$ cat src/rtl/vseq_pkg.sv
package vseq_pkg;

  typedef enum logic [1:0] {
    ST_IDLE  = 2'd0,
    ST_ISSUE = 2'd1,
    ST_DRAIN = 2'd2
  } vseq_state_e;

  typedef enum logic {
    OP_APPLY = 1'b0,
    OP_TEST  = 1'b1
  } vseq_op_e;

endpackage

$ cat src/rtl/vseq_ctrl.sv
module vseq_ctrl
  import vseq_pkg::*;
#(
  parameter int NUM_ELEM = 64,
  parameter int IDX_W    = 6,
  parameter int LEN_W    = 7
) (
  input  logic             clk,
  input  logic             rst_n,
  input  logic             start,
  input  logic             op_in,
  input  logic [LEN_W-1:0] vlen,
  input  logic             tail_done,
  output logic             accept,
  output logic             run_valid,
  output logic             run_last,
  output logic [IDX_W-1:0] run_idx,
  output vseq_op_e         op_q,
  output logic             zero_done,
  output logic             busy
);

  vseq_state_e      state_q, state_d;
  logic [IDX_W-1:0] idx_q, idx_d;
  logic [LEN_W-1:0] len_q, len_d;
  logic [LEN_W-1:0] len_eff;
  vseq_op_e         op_d;
  logic             zero_q, zero_d;

  assign len_eff   = (vlen > LEN_W'(NUM_ELEM)) ? LEN_W'(NUM_ELEM) : vlen;
  assign accept    = start && (state_q == ST_IDLE);
  assign run_valid = (state_q == ST_ISSUE);
  assign run_last  = run_valid && ((LEN_W'(idx_q) + LEN_W'(1)) == len_q);
  assign run_idx   = idx_q;
  assign zero_done = zero_q;
  assign busy      = (state_q != ST_IDLE);

  always_comb begin
    state_d = state_q;
    idx_d   = idx_q;
    len_d   = len_q;
    op_d    = op_q;
    zero_d  = 1'b0;
    case (state_q)
      ST_IDLE: begin
        if (start) begin
          len_d = len_eff;
          op_d  = vseq_op_e'(op_in);
          idx_d = '0;
          if (len_eff == '0) begin
            zero_d = 1'b1;
          end else begin
            state_d = ST_ISSUE;
          end
        end
      end
      ST_ISSUE: begin
        idx_d = idx_q + IDX_W'(1);
        if (run_last) begin
          state_d = ST_DRAIN;
        end
      end
      ST_DRAIN: begin
        if (tail_done) begin
          state_d = ST_IDLE;
        end
      end
      default: state_d = ST_IDLE;
    endcase
  end

  always_ff @(posedge clk or negedge rst_n) begin
    if (!rst_n) begin
      state_q <= ST_IDLE;
      idx_q   <= '0;
      len_q   <= '0;
      op_q    <= OP_APPLY;
      zero_q  <= 1'b0;
    end else begin
      state_q <= state_d;
      idx_q   <= idx_d;
      len_q   <= len_d;
      op_q    <= op_d;
      zero_q  <= zero_d;
    end
  end

endmodule

$ cat src/rtl/vseq_addr_gen.sv
module vseq_addr_gen #(
  parameter int ADDR_W = 32
) (
  input  logic              clk,
  input  logic              rst_n,
  input  logic              load,
  input  logic              step,
  input  logic [ADDR_W-1:0] base,
  input  logic [ADDR_W-1:0] stride,
  output logic [ADDR_W-1:0] addr,
  output logic [ADDR_W-1:0] stride_q
);

  logic [ADDR_W-1:0] addr_q, addr_d;
  logic [ADDR_W-1:0] stride_d;

  always_comb begin
    addr_d   = addr_q;
    stride_d = stride_q;
    if (load) begin
      addr_d   = base;
      stride_d = stride;
    end else if (step) begin
      addr_d = addr_q + stride_q;
    end
  end

  always_ff @(posedge clk or negedge rst_n) begin
    if (!rst_n) begin
      addr_q   <= '0;
      stride_q <= '0;
    end else begin
      addr_q   <= addr_d;
      stride_q <= stride_d;
    end
  end

  assign addr = addr_q;

endmodule

$ cat src/rtl/vseq_mask_bank.sv
module vseq_mask_bank #(
  parameter int NUM_ELEM = 64,
  parameter int ELEM_W   = 64,
  parameter int IDX_W    = 6
) (
  input  logic                clk,
  input  logic                rst_n,
  input  logic                wr,
  input  logic [IDX_W-1:0]    wr_idx,
  input  logic [ELEM_W-1:0]   wr_data,
  output logic [NUM_ELEM-1:0] mask
);

  logic is_zero;
  assign is_zero = (wr_data == '0);

  for (genvar g = 0; g < NUM_ELEM; g++) begin : g_bit
    logic bit_q, bit_d, bit_we;
    assign bit_we = wr && (wr_idx == IDX_W'(g));

    always_comb begin
      bit_d = bit_q;
      if (bit_we) begin
        bit_d = is_zero;
      end
    end

    always_ff @(posedge clk or negedge rst_n) begin
      if (!rst_n) begin
        bit_q <= 1'b1;
      end else begin
        bit_q <= bit_d;
      end
    end

    assign mask[g] = bit_q;
  end

endmodule

$ cat src/rtl/vseq_tail_pipe.sv
module vseq_tail_pipe #(
  parameter int STAGES = 6
) (
  input  logic clk,
  input  logic rst_n,
  input  logic last_in,
  output logic tail_out
);

  logic [STAGES-1:0] sr_q, sr_d;

  if (STAGES == 1) begin : g_one
    assign sr_d = last_in;
  end else begin : g_many
    assign sr_d = {sr_q[STAGES-2:0], last_in};
  end

  always_ff @(posedge clk or negedge rst_n) begin
    if (!rst_n) begin
      sr_q <= '0;
    end else begin
      sr_q <= sr_d;
    end
  end

  assign tail_out = sr_q[STAGES-1];

endmodule

$ cat src/rtl/vseq_engine.sv
module vseq_engine
  import vseq_pkg::*;
#(
  parameter int NUM_ELEM    = 64,
  parameter int ELEM_W      = 64,
  parameter int ADDR_W      = 32,
  parameter int PIPE_STAGES = 6,
  localparam int IDX_W      = $clog2(NUM_ELEM),
  localparam int LEN_W      = $clog2(NUM_ELEM + 1)
) (
  input  logic                clk,
  input  logic                rst_n,
  input  logic                start,
  input  logic                op_test,
  input  logic [ADDR_W-1:0]   base_addr,
  input  logic [ADDR_W-1:0]   stride,
  input  logic [LEN_W-1:0]    vlen,
  input  logic [ELEM_W-1:0]   tst_data,
  output logic                busy,
  output logic                iss_valid,
  output logic                iss_en,
  output logic [IDX_W-1:0]    iss_idx,
  output logic [ADDR_W-1:0]   iss_addr,
  output logic                done,
  output logic [NUM_ELEM-1:0] mask_out
);

  logic             accept, run_valid, run_last, zero_done, tail_done;
  logic [IDX_W-1:0] run_idx;
  vseq_op_e         op_q;
  logic [ADDR_W-1:0] stride_q;
  logic             test_wr;

  vseq_ctrl #(
    .NUM_ELEM (NUM_ELEM),
    .IDX_W    (IDX_W),
    .LEN_W    (LEN_W)
  ) u_ctrl (
    .clk       (clk),
    .rst_n     (rst_n),
    .start     (start),
    .op_in     (op_test),
    .vlen      (vlen),
    .tail_done (tail_done),
    .accept    (accept),
    .run_valid (run_valid),
    .run_last  (run_last),
    .run_idx   (run_idx),
    .op_q      (op_q),
    .zero_done (zero_done),
    .busy      (busy)
  );

  vseq_addr_gen #(
    .ADDR_W (ADDR_W)
  ) u_addr (
    .clk      (clk),
    .rst_n    (rst_n),
    .load     (accept),
    .step     (run_valid),
    .base     (base_addr),
    .stride   (stride),
    .addr     (iss_addr),
    .stride_q (stride_q)
  );

  assign test_wr = run_valid && (op_q == OP_TEST);

  vseq_mask_bank #(
    .NUM_ELEM (NUM_ELEM),
    .ELEM_W   (ELEM_W),
    .IDX_W    (IDX_W)
  ) u_mask (
    .clk     (clk),
    .rst_n   (rst_n),
    .wr      (test_wr),
    .wr_idx  (run_idx),
    .wr_data (tst_data),
    .mask    (mask_out)
  );

  vseq_tail_pipe #(
    .STAGES (PIPE_STAGES)
  ) u_tail (
    .clk      (clk),
    .rst_n    (rst_n),
    .last_in  (run_last),
    .tail_out (tail_done)
  );

  assign iss_valid = run_valid;
  assign iss_idx   = run_idx;
  assign iss_en    = run_valid && (op_q == OP_APPLY) && mask_out[run_idx];
  assign done      = tail_done || zero_done;

endmodule

$ cat config.mk
export PLATFORM = sky130hd
export DESIGN_NAME = vseq_engine
export DESIGN_NICKNAME = d
export VERILOG_FILES = /design/src/rtl/vseq_pkg.sv /design/src/rtl/vseq_ctrl.sv /design/src/rtl/vseq_addr_gen.sv /design/src/rtl/vseq_mask_bank.sv /design/src/rtl/vseq_tail_pipe.sv /design/src/rtl/vseq_engine.sv
export SDC_FILE = /design/constraint.sdc
export NUM_CORES = 1
export LEC_CHECK = 0
export ABC_CLOCK_PERIOD_IN_PS = 8750
export BUFFER_PORTS_ARGS = -buffer_cell sky130_fd_sc_hd__buf_4
export CORE_MARGIN = 1
export CORE_UTILIZATION = 45
export DETAILED_ROUTE_END_ITERATION = 8
export PLACE_DENSITY = 0.67
export SYNTH_ARGS = -nofsm -noshare
export SYNTH_HDL_FRONTEND = slang
export SYNTH_SLANG_ARGS = --single-unit
$ cat constraint.sdc
create_clock -name clk -period 8.75 [get_ports clk]
set_input_delay 1.75 -clock clk [delete_from_list [all_inputs] [get_ports clk]]
set_output_delay 1.75 -clock clk [all_outputs]
set_load 0.05 [all_outputs]
# Word level (Yosys, flattened, before mapping)
# Cells that the tools add are included.
# Widths: inputs -> output; s select.
dict set report totals {
  reg_bits 151
  word_cells 243
  out_inout_bits 106
}
dict set report op_classes {
  n_reduce_logical 80
  n_eq_ne 70
  mux 15
  bitwise 1
  add_sub_neg 3
  magnitude_cmp 2
}
# operator count
set op_table {}
lappend op_table {{$eq 6x6->1 const B} 32}
lappend op_table {{$eq 6x5->1 const B} 16}
lappend op_table {{$logic_and 1x1->1} 69}
lappend op_table {{$logic_not 64->1} 1}
lappend op_table {{$mux 32} 2}
lappend op_table {{$eq 6x4->1 const B} 8}
lappend op_table {{$add 32x32->32} 1}
lappend op_table {{$eq 6x3->1 const B} 4}
lappend op_table {{$eq 6x2->1 const B} 2}
lappend op_table {{$pmux 6 s2} 1}
lappend op_table {{$mux 2} 4}
lappend op_table {{$add 6x1->7 const B} 1}
lappend op_table {{$eq 7x7->1} 1}
lappend op_table {{$gt 7x7->1 const B} 1}
lappend op_table {{$logic_not 7->1} 1}
lappend op_table {{$lt 6x7->1 const B} 1}
lappend op_table {{$mux 7} 1}
lappend op_table {{$add 6x1->6 const B} 1}
lappend op_table {{$bmux 1 s6} 1}
lappend op_table {{$eq 6x1->1 const B} 1}
lappend op_table {{$logic_not 6->1} 1}
lappend op_table {{$mux 6} 1}
lappend op_table {{$pmux 2 s3} 1}
lappend op_table {{$reduce_bool 2->1} 3}
lappend op_table {{other kinds (10)} 16}

# Depth between registers and ports, before layout
# Gate-level depths: netlist (run 1).
dict set report logic_depth {
  ltp_word 6
  mapped_depth 10
  mapped_depth_nobuf 10
}

# By module
# A second synthesis (run 1) with hierarchy kept.
dict set report unflattened {
  hier_cells 924
  hier_area_um2 9514.1
}
# module n_inst seq_area_each_um2 cells_per_inst area_per_inst_um2
set by_module_without_submodules {}
lappend by_module_without_submodules {vseq_addr_gen 1 1601.5 449 4324.1}
lappend by_module_without_submodules {vseq_mask_bank 1 1681.6 319 3489.6}
lappend by_module_without_submodules {vseq_ctrl 1 425.4 106 962.2}
lappend by_module_without_submodules {vseq_engine 1 0.0 44 588.1}
lappend by_module_without_submodules {vseq_tail_pipe 1 150.1 6 150.1}

# Worst setup path after synthesis (run 1)
# OpenSTA, ideal clock, no wires.
dict set report synth_path {
  kind {reg-to-output}
  from {register u_ctrl.idx_q[1] (netlist: u_ctrl.run_idx[1])}
  to {output iss_en}
  slack_ns 3.956
  path_stages_with_launch 7
  arrival_ns 3.044
  required_time_ns 7.000
  cell_sequence {dfrtp_1 > clkbuf_1 > buf_2 > mux4_2 > mux4_2 > mux4_2 > nor3b_1}
}
dict set report synth_via {
  elab_chain_len 3
}
# element line
set synth_rtl {}
lappend synth_rtl {{start: declaration} vseq_ctrl.sv:24} ;# logic [IDX_W-1:0] idx_q, idx_d;
lappend synth_rtl {{start signal: assignment} vseq_ctrl.sv:81} ;# idx_q <= idx_d;
lappend synth_rtl {{$bmux 1 s6} vseq_engine.sv:93} ;# assign iss_en = run_valid && (op_q == OP_APPLY) && mask_out[run_idx];
lappend synth_rtl {{$mux 1 (not written as such)} vseq_engine.sv:93}
lappend synth_rtl {{$logic_and 1x1->1} vseq_engine.sv:93}
lappend synth_rtl {{end: declaration} vseq_engine.sv:21} ;# output logic iss_en,
# No other way between the ends. The select of a mux whose other input is x is not followed.

# Final worst setup path (run 1)
dict set report layout_path {
  from {register u_ctrl.idx_q[0] (netlist: u_ctrl.run_idx[0])}
  to {output iss_en}
}
# Same word-level chain as after synthesis.

==> results of run 1 <==
## where the power goes
group	leakage [uW]	total (uW)	switching, uW	internal (uW)
Clock	0.000301	777	288	489
Sequential	0.00173	1130	224	904
Combinational	0.00321	2460	1540	922
## final cells by class
class	count	area share [%]
inverter	10	0.329
multi-input combinational	691	40.9
clock inverter	10	1.33
timing repair buffer	251	16.6
tap	270	2.96
clock buffer	22	4.07
sequential	151	33.8
## Yosys cell counts, drive strengths merged (3+ instances only)
| master | n | area share, % |
|---|---|---|
| a21oi | 67 | 3.6 |
| nor3 | 15 | 0.81 |
| a31o | 3 | 0.28 |
| and3 | 3 | 0.20 |
| nor2 | 87 | 3.5 |
| a31oi | 3 | 0.20 |
| mux4 | 21 | 5.1 |
| dfstp | 64 | 18 |
| nand3 | 7 | 0.38 |
| xor2 | 25 | 2.4 |
| o21bai | 3 | 0.24 |
| o22a | 9 | 0.85 |
| inv | 10 | 0.41 |
| mux2 | 64 | 7.8 |
| o21a | 3 | 0.24 |
| a21o | 13 | 1.1 |
| and2 | 3 | 0.20 |
| dfrtp | 87 | 24 |
| o211ai | 3 | 0.24 |
| ha | 35 | 4.7 |
| o21ai | 35 | 1.9 |
| or3 | 4 | 0.27 |
| nand2 | 166 | 6.8 |
| a211oi | 7 | 0.57 |
| nand4 | 11 | 0.75 |
| nor2b | 9 | 0.61 |
| nor4 | 18 | 1.2 |
| o221ai | 5 | 0.47 |
| or2 | 3 | 0.20 |
| a21boi | 3 | 0.24 |
| nand2b | 7 | 0.47 |
| clkbuf | 42 | 1.7 |
| xnor2 | 14 | 1.3 |
| o22ai | 27 | 1.8 |
| buf | 70 | 5.5 |
## cell families after synthesis
logic type                 Yosys count  synth area share, %
xor gates and xnor gates            39                 3.70
muxes                               85                 12.9
adders and majority gates           36                 4.97
DFF                                151                 41.8
and+or+nand+nor                    340                 16.1
buffers and inverters              122                 7.65
AOI/OAI and AO/OA                  191                 12.8
## per-layer routing
metal	up-vias	wire length, um	GRT usage [%]	share of wire [%]
li1	3683	-	-	-
met1	3799	12500	36.4	48
met2	207	12100	39.0	46
met3	29	1190	4.69	4.5
met4	0	439	7.47	1.7
met5	-	0	0	0
## registers in the layout (all words and copies together) (netlist names), 2 cells and up
name and count:
u_addr.addr 32, u_addr.stride_q 32, u_ctrl.len_q 7, u_ctrl.run_idx 6
u_ctrl.state_q 2, u_mask.g_bit.bit_q 64, u_tail.sr_q 6
## critical path, stage by stage (launching register included)
cell     delay [ps]
dfrtp_1         770
buf_4           380
mux4_2          580
mux4_2          470
mux4_2          490
nor3b_1         160
buf_4           220
## per-stage QoR
step                setup slack (ps)  hold WS, ps  cells  util (%)
floorplan                       3960          331    964         -
global placement                3910          335   1373      53.5
detailed placement              3900          337   1373      53.5
CTS                             3440          350   1405      56.6
global route                    3280          354   1405      56.6
finish                          3470          350   1405      56.6
## path summary, 6_finish.rpt
path                              startpoint                     end  slack (ps)  depth (start not counted)
max                        u_ctrl.run_idx[0]                  iss_en        3470                          6
min                           u_tail.sr_q[0]          u_tail.sr_q[1]         350                          0
max reg2reg                u_ctrl.state_q[0]  u_mask.g_bit[28].bit_q        5050                          5
min reg2reg                   u_tail.sr_q[0]          u_tail.sr_q[1]         350                          0
max in group asynchronous              rst_n     u_addr.stride_q[24]        6010                          2
min in group asynchronous              rst_n          u_addr.addr[2]        1380                          1
==> out/qor.txt, run 1 <==
Row count: 52
Fin nets: 1297
# fillers: 1853
Area grow syn2layout: 23.7%
Initial core utilization: 45.7%
Post-layout min period: 5280 ps
Worst VDD drop: 0.240 mV
IO Port Bufs: 244
Placer congestion estimate: 0.867
CTS tree: yes
Final worst-path cycle share: 60.3%
Outcome: complete, no violations
Clk_lat worst skew: 430 ps
Post-Syn Instances: 964
Gr usage total: 25.4%
Leading cell type in the layout, fill and taps excluded: buf_4
Die H: 145 um
Number of synthesized flops with an enable pin: 0
HPWL after detailed placement: 19200 um
WP data arrival: 3530 ps
Max_slew headroom: 32.6%
Vias/cell: 5.49
PwrDens: 383 mW/mm^2
Measured slew at the worst slew-check pin: 1010 ps
H-Tree Depth: 4
Max-slew violations: 0
Register cell area after layout: 0.00386 sq mm
RSZ-0062 raised after global routing: no
Via count: 7718
Routed wire per std cell: 18.6 um
CTS Sinks: 151
Largest net degree at the start of global routing: 88
Clock buffer depth: 2
Mapped Nets: 1139
Die area: 0.0211 sq mm
Setup violators final: 0
Avg Inst Size Synth: 9.57 sq um
Hold buffers post-CTS: 0
Final Cell Area: 0.0114 sq mm
Sequential element share of the synthesized area: 41.8%
Commonest non-fill, non-tap cells in the layout: buf_4 (250), nand2_1 (165), dfrtp_1 (87), nor2_1 (86), a21oi_1 (67)
P_leak: 0.00524 uW
Post-CTS resize count: 0
Synth cell types: 56
CTS Buf Count: 17
CP required: 7000 ps
ANT nets after route: 0
# DRC: 0
Initial antenna violation count: 0
N_diodes: 0
Area of the multi-input gates: 0.00467 sq mm
First-pass GRT wire length: 41900 um
Root Buffer: clkbuf_16
I/O pin total: 245
FFs w/ async S/R, synth: 100%
Worst Setup Path Type: reg2out
Worst-path maximum fanout: 15
Synth Cell Area: 0.00922 sq mm
Layout cells sized above 1: 32.8%
Clock skew: 11.5 ps
Worst-path clk slew: 60 ps
Worst min-delay path category: reg2reg
Post-CTS Setup Bufs: 0
Overflow after GRT: 0
Iter 0 DRT Violations: 474
Yosys Warn Count: 0
Total Wirelength: 26200 um
Nature of the critical path startpoint: register
Initial DRT Pass Iterations: 5
Hold Vio Cnt, Final: 0
Top_reg_cell synth: dfrtp_1
FF+latch count, synth: 151
Fin Setup TNS: 0 ps
MaxCap Viol Count: 0
Die X: 145 um
Pwr Total: 4360 uW
Critical path endpoint category: output pin
Area post-placement: 0.0108 sq mm
Vias in the first global route: 7586
Fmax: 0.190 GHz
Placeable Area: 0.0202 sq mm
Power figures use the tool's default switching activity.
==> run 2: changes to the inputs <==
--- a/config.mk
+++ b/config.mk
@@ -5,12 +5,13 @@
 export SDC_FILE = /design/constraint.sdc
 export NUM_CORES = 1
 export LEC_CHECK = 0
-export ABC_CLOCK_PERIOD_IN_PS = 8750
+export ABC_AREA = 1
+export ABC_CLOCK_PERIOD_IN_PS = 5300
 export BUFFER_PORTS_ARGS = -buffer_cell sky130_fd_sc_hd__buf_4
 export CORE_MARGIN = 1
 export CORE_UTILIZATION = 45
 export DETAILED_ROUTE_END_ITERATION = 8
-export PLACE_DENSITY = 0.67
+export PLACE_DENSITY = 0.66
 export SYNTH_ARGS = -nofsm -noshare
 export SYNTH_HDL_FRONTEND = slang
 export SYNTH_SLANG_ARGS = --single-unit
==> constraint.sdc (replaced) <==
create_clock -name clk -period 5.3 [get_ports clk]
set_input_delay 1.06 -clock clk [delete_from_list [all_inputs] [get_ports clk]]
set_output_delay 1.06 -clock clk [all_outputs]
set_load 0.05 [all_outputs]
==> out/qor.txt, run 2 <==
Post-synth top cells: nand2_1 (452), nor2_1 (326), inv_1 (158), a21oi_1 (98), dfrtp_1 (87)
Hold buffers post-CTS: 0 (unchanged)
CTS Buf Count: 17 (unchanged)
Share of the synthesized area in the top cell type: 21.4% (-2.3 points)
Area grow syn2layout: 21.1%
Dpl ws: 2160 ps (-1740 ps)
I/O pin total: 245 (unchanged)
Overflow after GRT: 0 (unchanged)
Clock skew: 12.4 ps (+0.966 ps)
Layout cells sized above 1: 22.1% (-11 points)
Leading area contributor after synthesis: dfrtp_1
Post-Syn Instances: 1533 (+59%)
HPWL after detailed placement: 22300 um (+16%)
Die X: 153 um (+5.1%)
P_leak: 0.00650 uW (+24%)
Row count: 54 (+3.8%)
WP data arrival: 2600 ps (-930 ps)
Total Wirelength: 29500 um (+13%)
Placer congestion estimate: 0.918 (+5.8%)
Failing checks: design-rule violations
Worst-path clk slew: 60 ps (about the same)
FF+latch count, synth: 151 (unchanged)
Max_slew headroom: 35.4% (+2.8 points)
Hold Vio Cnt, Final: 0 (unchanged)
Post-CTS Setup Bufs: 0 (unchanged)
Outcome: finished, violations left
Fin Setup TNS: 0 ps (unchanged)
Combinational share of power: 62.7% (+6.4 points)
Number of synthesized flops with an enable pin: 0 (unchanged)
Max-slew violations: 0 (unchanged)
# DRC: 14 (+14)
Initial DRT Pass Iterations: 9 (+4)
Most frequent cell after synthesis: nand2_1
Post-route setup slack: 1640 ps (-1830 ps)
Initial core utilization: 46.3% (+0.56 points)
PwrDens: 733 mW/mm^2 (+92%)
Clock network power share: 13.3% (-4.5 points)
Worst Setup Path Type: reg2out
Die area: 0.0233 sq mm (+10%)
Synth area leaders: dfrtp_1 (21%), nand2_1 (17%), dfstp_2 (16%)
Top_reg_cell synth: dfrtp_1
Switching fraction of total power: 53.1% (+6.2 points)
Critical-path cell list: inv_1, o21ai_0, o21ai_0, nand2_1, nand2_1, o21ai_0, nand2_1, nor2_1, nor2_1, buf_4
Via count: 9857 (+28%)
CTS Sinks: 151 (unchanged)
CTS tree: yes
Synth Cell Area: 0.0102 sq mm (+11%)
Hold_ws: 353 ps (+3.29 ps)
Flop pwr share: 24.0% (-1.9 points)
Nature of the critical path startpoint: register
Leading cell type in the layout, fill and taps excluded: nand2_1
CP max stage cell: inv_1
FFs w/ async S/R, synth: 100% (unchanged)
ANT nets after route: 0 (unchanged)
Worst VDD drop: 0.353 mV (+47%)
Post-layout min period: 3660 ps
N_diodes: 0 (unchanged)
Gr usage total: 26.0% (+0.64 points)
Slowest Stage Delay on Critical Path: 700 ps (-70 ps)
Clk_lat worst skew: 430 ps (about the same)
Fin nets: 1875 (+45%)
Final worst-path cycle share: 69.0%
Critical path endpoint category: output pin
Top reg by flops: u_mask.g_bit.bit_q
Post-CTS resize count: 0 (unchanged)
CP required: 4240 ps (-2760 ps)
Largest net degree at the start of global routing: 90 (+2.3%)
# fillers: 2168 (+17%)
Routed wire per std cell: 14.8 um (-20%)
Worst min-delay path category: reg2reg
Avg Inst Size Synth: 6.65 sq um (-30%)
Max reg flops: 64 (unchanged)
NetSw: 4800 uW (+130%)
MaxCap Viol Count: 0 (unchanged)
Synth cell types: 34 (-39%)
Mapped Nets: 1708 (+50%)
Sequential element share of the synthesized area: 37.8% (-4.0 points)
Fmax: 0.274 GHz
Yosys Warn Count: 0 (unchanged)
Iter 0 DRT Violations: 549 (+16%)
Setup violators final: 0 (unchanged)
Clock buffer depth: 2 (unchanged)
Worst-path maximum fanout: 35 (+20)
RSZ-0062 raised after global routing: no
Vias/cell: 4.95 (-9.9%)
First-pass GRT wire length: 48000 um (+15%)
Root Buffer: clkbuf_16
Initial antenna violation count: 1 (+1)
Bufs and invs on worst path: 2 (unchanged)
Vias in the first global route: 9484 (+25%)
Top delay family on crit path: buffers and inverters
Internal: 4240 uW (+83%)
H-Tree Depth: 4 (unchanged)
Pwr Total: 9050 uW (+110%)
IO Port Bufs: 244 (unchanged)
Commonest non-fill, non-tap cells in the layout: nand2_1 (451), nor2_1 (325), buf_4 (252), inv_1 (158), a21oi_1 (98)
Measured slew at the worst slew-check pin: 968 ps (-43.1 ps)
Placeable Area: 0.0220 sq mm (+9.2%)
Die H: 153 um (+5.1%)
-- run 2: cell count changes in the layout (fill, tap and decap cells not counted), sizes merged, moves of 12 or more --
cell   delta
nand2   +287
mux4     -21
mux2     -64
nand3    +44
nor2    +257
o21ai    +27
a21oi    +31
o22ai    -22
nor4     -16
inv     +164
a21o     -12
-- run 2: power groups by stage --
stage	clock, uW	sequential [uW]	combinational [uW]
finish	1210	2170	5670
global route	1280	2240	6310
CTS	1230	2170	5680
detailed placement	0	2180	5650
global placement	0	2190	5570
floorplan	0	2540	3870
-- run 2: stage by stage --
stage               area (sq um)  utilization, %  cells
detailed placement         11800            53.5   1961
CTS                        12300            56.1   1992
global route               12300            56.1   1992
global placement           11800            53.5   1961
floorplan                  10200               -   1533
finish                     12300            56.1   1992
-- run 2: cell type report --
class	instances	area, sq um	share of cell area, %
clock inverter	11	120	0.973
inverter	169	634	5.14
tap	280	350	2.84
multi-input combinational	1108	5030	40.8
timing repair buffer	253	1900	15.4
sequential	151	3860	31.3
clock buffer	20	447	3.62
-- run 2: path summary, 6_finish.rpt --
check                                  startpoint                     end  slack (ps)  depth (start not counted)
max in group asynchronous                   rst_n  u_mask.g_bit[31].bit_q        3600                          2
worst min-delay path               u_tail.sr_q[3]          u_tail.sr_q[4]         350                          0
worst max register to register  u_ctrl.state_q[1]         u_ctrl.len_q[5]        2870                          8
worst min register to register     u_tail.sr_q[3]          u_tail.sr_q[4]         350                          0
min in group asynchronous                   rst_n       u_ctrl.state_q[1]         730                          1
worst max-delay path            u_ctrl.run_idx[0]                  iss_en        1640                         10
-- run 2: logic make-up after synthesis --
group           after synthesis  share of synthesized area [%]
simple gates                876                           34.0
buf+inv                     274                           12.9
compound gates              177                           9.06
flops                       151                           37.8
fa+ha+maj                    36                           4.49
xor+xnor                     19                           1.63
-- run 2: layer usage --
layer | share of wire [%] | wire length [um] | global-route usage, % | vias up
li1 | - | - | - | 5032
met1 | 43 | 12800 | 33.4 | 4451
met2 | 48 | 14200 | 43.9 | 318
met3 | 5.6 | 1670 | 4.10 | 54
met4 | 2.8 | 818 | 10.2 | 2
met5 | 0.058 | 17 | 0 | -
